File: src/rtl/guest_exit_filter.sv
module guest_exit_filter #(
  parameter int unsigned CODE_W     = 12,
  parameter int unsigned ADDR_W     = 32,
  parameter int unsigned CR_RD_BASE = 0,
  parameter int unsigned CR_WR_BASE = 16,
  parameter int unsigned DR_RD_BASE = 32,
  parameter int unsigned DR_WR_BASE = 48,
  parameter int unsigned EXC_BASE   = 64,
  parameter int unsigned GEN_BASE   = 96,
  parameter int unsigned MSR_CODE   = 124
) (
  input  logic              clk,
  input  logic              rst_n,
  input  logic              guard_on,
  input  logic              ld,
  input  logic [15:0]       ld_cr_rd,
  input  logic [15:0]       ld_cr_wr,
  input  logic [15:0]       ld_dr_rd,
  input  logic [15:0]       ld_dr_wr,
  input  logic [31:0]       ld_exc,
  input  logic [63:0]       ld_gen,
  input  logic [ADDR_W-1:0] ld_map_base,
  input  logic              req_valid,
  input  logic [CODE_W-1:0] req_code,
  input  logic [63:0]       req_param,
  input  logic [31:0]       req_msr,
  output logic              busy,
  output logic              mem_rd,
  output logic [ADDR_W-1:0] mem_addr,
  input  logic              mem_rvalid,
  input  logic [7:0]        mem_rdata,
  output logic              dec_valid,
  output logic              dec_exit,
  output logic [CODE_W-1:0] dec_code,
  output logic [63:0]       dec_param
);
  localparam int unsigned MSR_BIT = MSR_CODE - GEN_BASE;
  localparam int unsigned CR_N = 9;
  localparam int unsigned DR_N = 8;
  localparam int unsigned EXC_N = 32;
  localparam int unsigned GEN_N = 64;

  logic [15:0] cr_rd, cr_wr, dr_rd, dr_wr;
  logic [31:0] exc;
  logic [63:0] gen;
  logic [ADDR_W-1:0] map_base;
  logic [2:0] pend_bit;

  logic [31:0] c32, o_crr, o_crw, o_drr, o_drw, o_exc, o_gen;
  assign c32   = 32'(req_code);
  assign o_crr = c32 - CR_RD_BASE;
  assign o_crw = c32 - CR_WR_BASE;
  assign o_drr = c32 - DR_RD_BASE;
  assign o_drw = c32 - DR_WR_BASE;
  assign o_exc = c32 - EXC_BASE;
  assign o_gen = c32 - GEN_BASE;

  logic win0, win1, win2, win_any;
  logic [14:0] idx;
  assign win0 = (req_msr[31:13] == 19'h00000);
  assign win1 = (req_msr[31:13] == 19'h60000);
  assign win2 = (req_msr[31:13] == 19'h60008);
  assign win_any = win0 | win1 | win2;
  assign idx = {win2, win1, req_msr[12:0]};

  logic accept, fast_exit, msr_go;
  assign accept = req_valid && !busy;

  always_comb begin
    fast_exit = 1'b0;
    msr_go = 1'b0;
    if (c32 >= CR_RD_BASE && o_crr < CR_N)       fast_exit = cr_rd[o_crr[3:0]];
    else if (c32 >= CR_WR_BASE && o_crw < CR_N)  fast_exit = cr_wr[o_crw[3:0]];
    else if (c32 >= DR_RD_BASE && o_drr < DR_N)  fast_exit = dr_rd[o_drr[3:0]];
    else if (c32 >= DR_WR_BASE && o_drw < DR_N)  fast_exit = dr_wr[o_drw[3:0]];
    else if (c32 >= EXC_BASE && o_exc < EXC_N)   fast_exit = exc[o_exc[4:0]];
    else if (c32 == MSR_CODE) begin
      if (gen[MSR_BIT]) begin
        if (win_any) msr_go = 1'b1;
        else         fast_exit = 1'b1;
      end
    end
    else if (c32 >= GEN_BASE && o_gen < GEN_N)   fast_exit = gen[o_gen[5:0]];
    if (!guard_on) begin
      fast_exit = 1'b0;
      msr_go = 1'b0;
    end
  end

  always_ff @(posedge clk) begin
    if (!rst_n) begin
      cr_rd <= '0; cr_wr <= '0; dr_rd <= '0; dr_wr <= '0;
      exc <= '0; gen <= '0; map_base <= '0;
      busy <= 1'b0; mem_rd <= 1'b0; mem_addr <= '0; pend_bit <= '0;
      dec_valid <= 1'b0; dec_exit <= 1'b0; dec_code <= '0; dec_param <= '0;
    end else begin
      dec_valid <= 1'b0;
      mem_rd <= 1'b0;
      if (ld) begin
        cr_rd <= ld_cr_rd; cr_wr <= ld_cr_wr;
        dr_rd <= ld_dr_rd; dr_wr <= ld_dr_wr;
        exc <= ld_exc; gen <= ld_gen; map_base <= ld_map_base;
      end
      if (accept) begin
        dec_code <= req_code;
        dec_param <= req_param;
        if (msr_go) begin
          busy <= 1'b1;
          mem_rd <= 1'b1;
          mem_addr <= map_base + ADDR_W'(idx[14:2]);
          pend_bit <= {idx[1:0], 1'b0} + {2'b00, req_param[0]};
        end else begin
          dec_valid <= 1'b1;
          dec_exit <= fast_exit;
        end
      end else if (busy && mem_rvalid) begin
        busy <= 1'b0;
        dec_valid <= 1'b1;
        dec_exit <= mem_rdata[pend_bit];
      end
    end
  end

  p_read_only_when_busy_r11: assert property (@(posedge clk) disable iff (!rst_n)
    mem_rd |-> busy);
  p_busy_waits_r11: assert property (@(posedge clk) disable iff (!rst_n)
    (busy && !mem_rvalid) |=> (busy && !dec_valid));
  p_result_after_data_r11: assert property (@(posedge clk) disable iff (!rst_n)
    (busy && mem_rvalid) |=> (dec_valid && !busy));
  p_disabled_no_exit_r2: assert property (@(posedge clk) disable iff (!rst_n)
    (req_valid && !busy && !guard_on) |=> (dec_valid && !dec_exit && !mem_rd));
  p_decision_idle_r12: assert property (@(posedge clk) disable iff (!rst_n)
    dec_valid |-> !busy);
  p_single_pulse_r12: assert property (@(posedge clk) disable iff (!rst_n)
    (dec_valid && !(req_valid && !busy)) |=> !dec_valid);
endmodule

File: config.mk
export PLATFORM = sky130hd
export DESIGN_NAME = guest_exit_filter
export DESIGN_NICKNAME = d
export VERILOG_FILES = /design/src/rtl/guest_exit_filter.sv
export SDC_FILE = /design/constraint.sdc
export NUM_CORES = 1
export LEC_CHECK = 0
export ABC_CLOCK_PERIOD_IN_PS = 2700
export BUFFER_PORTS_ARGS = -buffer_cell sky130_fd_sc_hd__buf_2
export CAP_MARGIN = 25
export CORE_MARGIN = 2
export CORE_UTILIZATION = 40
export CTS_BUF_LIST = sky130_fd_sc_hd__clkbuf_4 sky130_fd_sc_hd__clkbuf_8 sky130_fd_sc_hd__clkbuf_16
export CTS_CLUSTER_DIAMETER = 30
export DETAILED_ROUTE_END_ITERATION = 6
export GPL_TIMING_DRIVEN = 0
export PLACE_DENSITY = 0.71
export SLEW_MARGIN = 20
export SYNTH_ARGS = -nofsm -noshare
export SYNTH_HDL_FRONTEND = slang
export SYNTH_SLANG_ARGS = --single-unit
export TNS_END_PERCENT = 50
File: constraint.sdc
create_clock -name clk -period 2.7 [get_ports clk]
set_input_delay 0 -clock clk [delete_from_list [all_inputs] [get_ports clk]]
set_output_delay 0 -clock clk [all_outputs]
set_load 0.05 [all_outputs]
== Yosys cells after proc, flatten, opt, wreduce, memory -nomap -nowiden ==
Cells that the tools add are included.
Operators by class
  multiplexer cells: 43
  add/sub/neg operators: 7
  bitwise operators: 2
  reductions and logical operators: 15
  $lt $le $gt $ge: 19
  equality and inequality tests: 5
Operator list (number)
  less-than comparator 32 x 4 -> 1 bit, second input constant: 3
  == test 19 bit, second input constant: 2
  2-to-1 mux 1 bit: 36
  adder 32 x 13 -> 32 bit: 1
  less-than comparator 32 x 6 -> 1 bit, second input constant: 1
  less-than comparator 32 x 7 -> 1 bit, second input constant: 1
  subtractor 12 x 6 -> 13 bit, second input constant: 2
  subtractor 12 x 7 -> 13 bit, second input constant: 2
  greater-or-equal comparator 12 x 6 -> 1 bit, second input constant: 2
  greater-or-equal comparator 12 x 7 -> 1 bit, second input constant: 2
  less-than comparator 4 x 5 -> 1 bit, second input constant: 4
  zero test 19 bit: 1
  binary-select mux 1 bit (select 4 bit): 4
  subtractor 12 x 5 -> 13 bit, second input constant: 1
  == test 12 x 7 -> 1 bit, second input constant: 1
  greater-or-equal comparator 12 x 1 -> 1 bit, second input constant: 1
  greater-or-equal comparator 12 x 5 -> 1 bit, second input constant: 1
  less-than comparator 12 x 4 -> 1 bit, second input constant: 1
  logical AND 1 bit: 8
  AND reduction 2 bit: 4
  less-than comparator 6 x 7 -> 1 bit, second input constant: 1
  binary-select mux 1 bit (select 6 bit): 1
  less-than comparator 5 x 6 -> 1 bit, second input constant: 1
  binary-select mux 1 bit (select 5 bit): 1
  other kinds (8): 9
Word-level totals
  bits of input ports: 314
  register bits after elaboration: 307

== Longest topological paths before layout ==
Gate-level depths: netlist of the first run.
  depth after elaboration: 14
  mapped depth: 12
  mapped depth without buffers: 11

== Worst setup path after synthesis of the first run ==
Ideal clock, no wire load.
  kind: register to register
  start point: register map_base[0]
  end point: register mem_addr[30]
  arrival: 2.399 ns
  path slack: 0.227 ns
  data required time: 2.626 ns
  cell stages (with the launch flop): 11
  buffers on the path: 0
  cells stage by stage: dfxtp_1 > ha_1 > inv_1 > fa_1 > nor2b_1 > o31a_1 > o211ai_1 > a211oi_1 > nor2_1 > or3_1 > a31oi_1
Between the ends
  word-level cells in the longest chain between the ends: 1
Ends and longest elaborated chain
  from (decl): RTL line 46  | logic [ADDR_W-1:0] map_base;
  from (signal assigned): RTL line 102  | exc <= ld_exc; gen <= ld_gen; map_base <= ld_map_base;
  adder 32 x 13 -> 32 bit: RTL line 110  | mem_addr <= map_base + ADDR_W'(idx[14:2]);
  to (signal assigned): RTL line 110
  to (decl): RTL line 29  | output logic [ADDR_W-1:0] mem_addr,
No other way between the ends.
A chain may end at the register's enable or synchronous reset.

== Final worst setup path of the first run ==
  start point: register map_base[0]
  end point: register mem_addr[22]
Same word-level chain as after synthesis.

==> results of run 1 <==
timing repair:
item                                    CTS  global route
gates resized for setup                   2             6
setup buffers                             0             1
endpoints found under the setup margin    8            17
pin swaps                                 0             3
hold endpoints to repair                248             0
hold buffers                            246             0
sequential cells by signal (all words and copies together), names as in the netlist:
name       flops
dec_exit       1
gen           64
dr_wr          8
mem_rd         1
busy           1
cr_rd          9
cr_wr         16
mem_addr      32
dr_rd          8
dec_code      12
dec_param     64
pend_bit       3
exc           32
map_base      32
dec_valid      1
cell type report:
cell class                      count  share of cell area, %
Clock inverter                     28                   1.47
Sequential cell                   284                   28.5
Clock buffer                       85                   9.53
Tap cell                          402                   2.52
Timing Repair Buffer              643                   22.3
Buffer                             95                   1.88
Antenna cell                        5                 0.0628
Multi-Input combinational cell    926                   33.4
Inverter                           13                  0.245
kinds of logic (layout without fill, tap and decap cells):
kind of cell,count (synthesis),in the layout
other,0,5
muxes,213,213
and+or+nand+nor,465,465
adders and majority gates,18,18
DFF,284,284
buffers and inverters,108,864
xor gates and xnor gates,26,26
AOI/OAI and AO/OA,204,204
layout by cell type (no fill, tap or decap), types with 5 or more instances in the layout:
cell	instances
o21ai_0	32
xnor2_1	8
nor3_1	6
xor2_1	18
a22oi_1	9
clkbuf_8	14
clkbuf_1	63
mux2i_1	177
a21oi_1	37
ha_1	17
dlygate4sd3_1	246
nor2_1	80
nand3_1	16
a21boi_0	85
clkbuf_16	67
diode_2	5
buf_2	404
clkinvlp_4	7
nand2_1	196
nand4_1	8
nor2b_1	111
clkinv_2	10
and3_1	9
mux4_2	34
buf_1	22
nor4_1	6
dfxtp_1	284
a31oi_1	8
nand2b_1	5
inv_1	12
metrics by stage:
| stage | worst slack, ns | power (W) | area [µm²] |
|---|---|---|---|
| after floorplan | 0.227 | 0.00550 | 12700 |
| after global placement | -0.341 | 0.00600 | 15200 |
| after detailed placement | -0.360 | 0.00604 | 15200 |
| after CTS | 0.0101 | 0.0140 | 19900 |
| after global routing | -0.0132 | 0.0144 | 19900 |
| final | 0.105 | 0.0140 | 19900 |
routing by layer:
metal	share of wire (%)	GRT usage, %
met1	38	29.5
met2	49	48.4
met3	6.5	6.57
met4	5.8	17.1
met5	0.032	0
path summary, 6_finish.rpt:
path | start | to | slack [ns] | depth (start not counted)
setup / recovery | map_base[0] | mem_addr[22] | 0.11 | 11
hold / removal | req_msr[4] | mem_addr[2] | 0.03 | 5
setup reg to reg | map_base[0] | mem_addr[22] | 0.11 | 11
hold reg to reg | dec_param[13] | dec_param[13] | 0.46 | 2
worst max-delay path, delay by kind of cell, from the launching register on:
| family | cells | cell delay, ns |
|---|---|---|
| AOI/OAI and AO/OA | 5 | 1.20 |
| adders and majority gates | 2 | 0.41 |
| DFF | 1 | 0.30 |
| buffers and inverters | 2 | 0.26 |
| xor gates and xnor gates | 1 | 0.23 |
| and+or+nand+nor | 1 | 0.05 |
cell usage after synthesis (3+ instances only):
master      n  area, µm²
xor2_1     18        158
a21o_1      3       22.5
buf_2       8       40.0
dfxtp_1   284       5690
nor2b_1   112        701
a21boi_0   85        638
nor4_1      6       37.5
nand3b_1    3       22.5
nor2_1     80        300
a22oi_1     9       67.6
mux2i_1   177       1770
nand3_1    16       80.1
or2_2       4       25.0
a31oi_1     8       50.1
nand4_1     8       50.1
mux4_2     34        766
and4_1      4       35.0
and3_1      9       56.3
nor3_1      6       30.0
a211oi_1    4       30.0
inv_1      12       45.0
nor3b_1     4       30.0
buf_1      22       82.6
ha_1       17        213
or3_1       3       18.8
o211ai_1    4       30.0
xnor2_1     8       70.1
a21oi_1    37        185
clkbuf_1   64        240
o21ai_0    32        160
nand2b_1    5       31.3
nand2_1   196        736
power by group through the flow:
| stage | clock network (W) | registers (W) | logic [W] |
|---|---|---|---|
| global route | 0.00798 | 0.00457 | 0.00187 |
| floorplan | 0 | 0.00480 | 0.000703 |
| finish | 0.00770 | 0.00455 | 0.00176 |
| global placement | 0 | 0.00460 | 0.00140 |
| detailed placement | 0 | 0.00462 | 0.00142 |
| CTS | 0.00776 | 0.00454 | 0.00171 |
==> flow_metrics.py, run 1 <==
metrics = {
    "yosys": {
        "ys.flop_type": "dfxtp_1",
        "synthAdderAreaFrac_pct": 1.83,
        "synth-edff-count": 0,
        "synth_cell_types": 59,
        "yosys_register_bits": 284,
        "synth_nets": 1650,
        "synth_top_family_by_area": "multiplexers",
        "netlist_area_um2": 12700,
        "synthMuxAreaShare_pct": 20.1,
        "avgSynthCellArea_um2": 9.66,
        "synth_compound_area_share_pct": 10.8,
        "synthArstFlopShare_pct": 0,
        "synth_xor_area_share_pct": 1.79,
        "synth_warnings": 0,
        "synthSimpleGateAreaFrac_pct": 17.5,
        "ys_seq_area_share_pct": 44.7,
        "postSynthCellCount": 1318,
    },
    "critical_path": {
        "cpMaxStageDelayCell": "o211ai_1",
        "crit_chain": "ha_1, inv_1, fa_2, nor2b_2, o31a_1, o211ai_1, a211oi_4, buf_4, o21ai_0, xor2_1, a21oi_1",
        "crit_required_ns": 3.09,
        "cp_max_fo": 6,
        "startpoint_type": "flop",
        "worstSetupPathType": "reg2reg",
        "critPathMaxStageDelay_ns": 0.41,
        "crit_path_end_kind": "flop",
        "cp.arrival_ns": 2.99,
    },
    "die": {
        "dieArea_um2": 33300,
        "rows": 65,
        "die_width_um": 182,
        "io_pins": 426,
        "coreArea_um2": 31500,
        "die_h_um": 182,
        "start_util_pct": 40.4,
    },
    "global_routing": {
        "grt_pass1_wl_um": 71200,
        "antenna_found_initial": 6,
        "grt_max_degree": 11,
        "grt_pass1_vias": 13300,
        "track_usage_pct": 27.4,
        "grt_overflow": 0,
    },
    "power_and_ir_drop": {
        "peakVddDrop_mv": 0.547,
        "power_density_nw_per_um2": 703,
        "seqPwrFrac_pct": 32.5,
        "internal_power_w": 0.0105,
        "p_sw_w": 0.00354,
        "clkPwrFrac_pct": 55.0,
        "switching_share_pct": 25.2,
        "power_leakage_nw": 9.05,
        "combPwrFrac_pct": 12.5,
    },
    "cells_and_area": {
        "nFillCells": 2406,
        "fin_util_pct": 63.3,
        "drive_gt1_share_pct": 27.4,
        "nNetsFinal": 2361,
        "multiInputGateArea_um2": 6650,
        "areaGrowthSynthToFinish_pct": 56.5,
        "final_cells": 2481,
        "seq_area_um2": 5690,
    },
    "clocking": {
        "insertion_delay_ns": 0.55,
        "cts_buffer_depth": 3,
        "cts_tree": "built",
        "cts.clk_slew.worst_paths_ns": 0.04,
        "numCtsBuffers": 66,
        "cts_root_buffer": "clkbuf_16",
        "cts_max_level": 3,
        "cts.sinks": 284,
    },
    "drt": {
        "vias": 12700,
        "drt_iter0_drc": 587,
        "avgViaCountPerCell": 5.14,
        "first_pass_iters": 5,
        "finalWirelength_um": 47200,
        "antenna_left": 0,
        "routedWlPerCell_um": 19.0,
        "drc": 0,
    },
    "sta": {
        "final_hold_viol_count": 0,
        "report.final.slew_viol_count": 0,
        "tns_ns": 0,
        "min_period_ns": 2.59,
        "relSlewSlack_pct": 35.9,
        "fin_hold_ws_ns": 0.0328,
        "setup_viol": 0,
        "skew_ns": 0.0312,
        "period_share_pct": 96.1,
        "max_freq_ghz": 0.385,
        "worst_slew_pin_slew_ns": 0.962,
    },
    "placement": {
        "placedCellCount": 2116,
        "place_congestion": 0.871,
        "place_hpwl_um": 31100,
        "io_buffers": 396,
    },
    "job": {
        "maxCapViolCount": 0,
    },
    "hold_path": {
        "min_path_type": "in2reg",
    },
    "outcome": {
        "status": "finished, final reports clean",
    },
}
Note: power is estimated with default switching activity, not from simulation.
==> run 2, diff against run 1 <==
- CELL_PAD_IN_SITES_DETAIL_PLACEMENT: unset -> 1
- CELL_PAD_IN_SITES_GLOBAL_PLACEMENT: unset -> 2
- CORE_UTILIZATION: 40 -> 30
- PLACE_DENSITY: 0.71 -> 0.85
- REMOVE_ABC_BUFFERS: unset -> 1
==> flow_metrics.py, run 2 (synthesis gave the netlist of run 1 again) <==
metrics = {
    "outcome": {
        "status": "finished, final reports clean",
    },
    "sta": {
        "rsz0062_at_grt": "true",
        "period_share_pct": 98.1,
        "relSlewSlack_pct": 34.8,
        "skew_ns": 0.0250,
        "max_freq_ghz": 0.378,
        "tns_ns": 0,
        "setup_viol": 0,
        "min_period_ns": 2.65,
        "worst_slew_pin_slew_ns": 0.976,
        "final_hold_viol_count": 0,
        "worst_slack_ns": 0.0524,
        "report.final.slew_viol_count": 0,
    },
    "drt": {
        "drt_iter0_drc": 531,
        "avgViaCountPerCell": 4.93,
        "vias": 13100,
        "finalWirelength_um": 56200,
        "first_pass_iters": 4,
        "routedWlPerCell_um": 21.2,
        "drc": 0,
        "antenna_left": 0,
    },
    "cells_and_area": {
        "nNetsFinal": 2381,
        "layout_commonest_cell": "buf_2",
        "reg_top3": "dec_param: 64 flops, gen: 64 flops",
        "drive_gt1_share_pct": 29.3,
        "nFillCells": 4632,
        "final_cell_mix": "397 x buf_2, 327 x dlygate4sd3_1, 283 x dfxtp_1, 196 x nand2_1, 177 x mux2i_1",
        "areaGrowthSynthToFinish_pct": 68.4,
    },
    "die": {
        "rows": 75,
        "coreArea_um2": 41900,
        "start_util_pct": 30.4,
        "io_pins": 426,
        "die_width_um": 210,
        "dieArea_um2": 44100,
        "die_h_um": 210,
    },
    "global_routing": {
        "track_usage_pct": 24.6,
        "antenna_found_initial": 7,
        "grt_overflow": 0,
        "grt_pass1_vias": 14800,
        "grt_max_degree": 136,
        "grt_pass1_wl_um": 85200,
    },
    "hold_path": {
        "min_path_type": "in2reg",
    },
    "critical_path": {
        "worstSetupPathType": "reg2reg",
        "crit_path_end_kind": "flop",
        "timing.critical_path.from": "map_base[0]",
        "rr_endpoint": "mem_addr[30]",
        "cp_max_fo": 3,
        "worstRegToRegCells": 10,
        "crit_required_ns": 3.20,
        "startpoint_type": "flop",
        "cp-endpoint": "mem_addr[30]",
        "r2r_slack_ns": 0.05,
        "rr_startpoint": "map_base[0]",
        "cp.arrival_ns": 3.15,
    },
    "clocking": {
        "cts_root_buffer": "clkbuf_16",
        "numCtsBuffers": 78,
        "cts_buffer_depth": 3,
        "cts_max_level": 3,
        "cts.sinks": 284,
        "cts.clk_slew.worst_paths_ns": 0.05,
        "cts_tree": "built",
        "insertion_delay_ns": 0.59,
    },
    "placement": {
        "place_congestion": 0.778,
        "pre_cts_ws_ns": -0.700,
        "io_buffers": 402,
        "place_hpwl_um": 29900,
    },
    "power_and_ir_drop": {
        "peakVddDrop_mv": 0.623,
        "power_density_nw_per_um2": 741,
        "power_w": 0.0159,
        "power_leakage_nw": 9.70,
    },
    "job": {
        "maxCapViolCount": 0,
    },
}
[run 2: repair_timing]
| item | in CTS | in global routing |
|---|---|---|
| endpoints found under the hold margin | 275 | 0 |
| hold buffers | 327 | 0 |
| pin swaps | 3 | 7 |
| resized for setup | 8 | 13 |
| setup endpoints to repair | 12 | 30 |
| buffers inserted | 2 | 6 |
| gates cloned | 0 | 2 |
[run 2: routing by layer]
layer  vias up  global-route usage (%)  share of wire [%]
met2       437                    44.4                 51
met4         2                    10.8                3.4
met3       121                    5.35                5.0
met5         -                       0              0.023
met1      6436                    28.0                 41
li1       6082                       -                  -
[run 2: area by class of cell]
cell class | instances | area [µm²] | area share, %
Inverter | 13 | 51.3 | 0.239
Multi-Input combinational cell | 928 | 6750 | 31.5
Antenna cell | 6 | 15.0 | 0.0700
Timing Repair Buffer | 744 | 5570 | 26.0
Clock inverter | 31 | 362 | 1.69
Clock buffer | 109 | 2330 | 10.9
Tap cell | 539 | 674 | 3.15
Sequential cell | 284 | 5690 | 26.5
[run 2: worst min-delay path by stage]
stage                        start           end  slack, ns  depth (start not counted)
floorplan                    rst_n  mem_addr[11]       0.12                          1
global placement        ld_gen[18]       gen[18]       0.23                          3
detailed placement  ld_map_base[6]   map_base[6]       0.24                          3
CTS                    req_code[0]   dec_code[0]      0.002                          3
global route           req_code[0]   dec_code[0]       0.05                          3
finish                 req_code[0]   dec_code[0]      0.005                          3
[run 2: critical path, cell delays in order, from the launching register on]
cell and delay (ns):
dfxtp_2 0.35, ha_4 0.14, inv_1 0.06, fa_2 0.39, nor2b_4 0.14, o31a_1 0.19
o211ai_1 0.28, a211oi_4 0.41, nor2_2 0.11, or3_1 0.35, a31oi_1 0.15
[run 2: power breakdown]
group          internal [W]  leakage (nW)  switching [W]
Sequential          0.00443          2.34       0.000142
Clock               0.00655          1.33        0.00284
Combinational      0.000937          6.03       0.000992
Total                0.0119          9.70        0.00397
[run 2: metrics by stage]
step / utilization, % / hold WS [ns] / std cells / instance area, µm²
2_1_floorplan: - / 0.117 / 1223 / 12400
3_3_place_gp: 35.9 / 0.233 / 2164 / 15000
3_5_place_dp: 36.4 / 0.244 / 2171 / 15300
4_1_cts: 50.8 / 0.00235 / 2640 / 21300
5_1_grt: 51.1 / 0.0469 / 2653 / 21400
6_report: 51.1 / 0.00472 / 2654 / 21400
==> run 3, diff against run 2 <==
- SETUP_SLACK_MARGIN: unset -> 0.5
==> flow_metrics.py, run 3 (synthesis gave the netlist of run 1 again) <==
metrics = {
    "die": {
        "start_util_pct": 30.4,
        "coreArea_um2": 41900,
        "die_h_um": 210,
        "die_width_um": 210,
        "rows": 75,
        "io_pins": 426,
        "dieArea_um2": 44100,
    },
    "sta": {
        "worst_slack_ns": 0.00783,
        "relSlewSlack_pct": 35.8,
        "worst_slew_pin_slew_ns": 0.961,
        "setup_viol": 0,
        "max_freq_ghz": 0.371,
        "skew_ns": 0.0262,
        "rsz0062_at_grt": "true",
        "final_hold_viol_count": 0,
        "min_period_ns": 2.69,
        "period_share_pct": 99.7,
        "report.final.slew_viol_count": 0,
    },
    "placement": {
        "place_area_um2": 15300,
        "place_hpwl_um": 29900,
        "place_congestion": 0.778,
        "io_buffers": 402,
        "placedCellCount": 2171,
        "pre_cts_ws_ns": -0.700,
    },
    "clocking": {
        "cts_tree": "built",
        "insertion_delay_ns": 0.58,
        "cts.sinks": 284,
        "cts_buffer_depth": 3,
        "cts_max_level": 3,
        "cts_root_buffer": "clkbuf_16",
        "numCtsBuffers": 78,
        "cts.clk_slew.worst_paths_ns": 0.05,
    },
    "cells_and_area": {
        "multiInputGateArea_um2": 6960,
        "fin_area_um2": 21700,
        "nFillCells": 4653,
        "areaGrowthSynthToFinish_pct": 70.4,
        "reg_top3": "dec_param: 64 flops, gen: 64 flops",
        "final_cells": 2666,
        "seq_area_um2": 5700,
        "fin_util_pct": 51.7,
        "nNetsFinal": 2389,
        "layout_commonest_cell": "buf_2",
        "drive_gt1_share_pct": 31.6,
        "final_cell_mix": "398 x buf_2, 320 x dlygate4sd3_1, 276 x dfxtp_1, 196 x nand2_1, 176 x mux2i_1",
    },
    "critical_path": {
        "cp-endpoint": "mem_addr[13]",
        "rr_startpoint": "map_base[0]",
        "startpoint_type": "primary input",
        "worstRegToRegCells": 12,
        "cp_max_fo": 5,
        "cp.arrival_ns": 3.20,
        "crit_path_end_kind": "flop",
        "r2r_slack_ns": 0.15,
        "rr_endpoint": "mem_addr[18]",
        "timing.critical_path.from": "req_msr[22]",
        "worstSetupPathType": "in2reg",
        "crit_required_ns": 3.21,
    },
    "hold_path": {
        "min_path_type": "in2reg",
    },
    "drt": {
        "drt_iter0_drc": 534,
        "routedWlPerCell_um": 21.4,
        "first_pass_iters": 7,
        "finalWirelength_um": 57200,
        "drc": 0,
        "vias": 13200,
        "avgViaCountPerCell": 4.94,
        "antenna_left": 0,
    },
    "job": {
        "maxCapViolCount": 0,
    },
    "power_and_ir_drop": {
        "power_leakage_nw": 9.75,
        "power_density_nw_per_um2": 734,
        "peakVddDrop_mv": 0.626,
    },
    "global_routing": {
        "antenna_found_initial": 11,
        "grt_pass1_vias": 14900,
        "track_usage_pct": 24.9,
        "grt_max_degree": 136,
        "grt_pass1_wl_um": 85900,
        "grt_overflow": 0,
    },
    "outcome": {
        "status": "finished, final reports clean",
    },
}
==> run 3: changes by cell type in the layout (fill, tap and decap cells not counted), sizes merged <==
| cell | change |
|---|---|
| clkbuf | -1 |
| a31oi | +1 |
| buf | +15 |
| nand3 | -1 |
| dlygate4sd3 | -7 |
| diode | +4 |
| nand2b | +1 |
==> run 3: report_power, final <==
group	switching, W	leakage, nW	internal [W]
Sequential	0.000141	2.34	0.00443
Combinational	0.00101	6.07	0.000964
Clock	0.00283	1.33	0.00655
==> run 3: final cells by class <==
class,count,share of cell area (%)
multi-input combinational,929,32.1
sequential,284,26.3
timing repair buffer,751,25.8
clock buffer,109,10.7
tap,539,3.11
clock inverter,31,1.67
inverter,13,0.236
antenna,10,0.115
==> run 3: timing repair <==
item,in CTS,in global routing
gates resized for setup,46,25
cloned,2,1
hold buffers,320,0
hold endpoints to repair,277,0
endpoints found under the setup margin,37,39
setup buffers,11,11
pin swaps,28,30
==> run 3: layer usage <==
layer	GRT usage, %	wire, µm	up-vias
met4	12.9	2450	2
met3	5.88	3090	157
met1	27.6	22800	6448
met2	44.6	28900	475
li1	-	-	6100
met5	0	11	-
==> run 3: worst min-delay path by stage <==
stage                     cells after the start           start  slack, ns      endpoint
after global routing                          3     req_code[0]       0.08   dec_code[0]
after CTS                                     3     req_code[0]      0.002   dec_code[0]
final                                         3     req_code[0]       0.03   dec_code[0]
after floorplan                               1           rst_n       0.12  mem_addr[11]
after global placement                        3      ld_gen[18]       0.23       gen[18]
after detailed placement                      3  ld_map_base[6]       0.24   map_base[6]
==> run 3: per-stage QoR <==
| stage | total power [W] | hold WS (ns) | TNS (ns) |
|---|---|---|---|
| after floorplan | 0.00538 | 0.117 | -134.71 |
| after global placement | 0.00602 | 0.233 | -655.24 |
| after detailed placement | 0.00603 | 0.244 | -7.96 |
| after CTS | 0.0159 | 0.00235 | 0 |
| after global routing | 0.0165 | 0.0819 | -0.0109 |
| final | 0.0159 | 0.0341 | 0 |
==> run 3: worst max-delay path, cell delays in order <==
cell and delay [ns]:
buf_2 0.12, nor4_1 0.61, and4_2 0.45, nand3_1 0.13, nor2_1 0.16, ha_1 0.35, or2_2 0.33, a21oi_2 0.33
a31oi_4 0.11, buf_4 0.21, buf_4 0.13, xnor2_1 0.11, o21ai_0 0.15
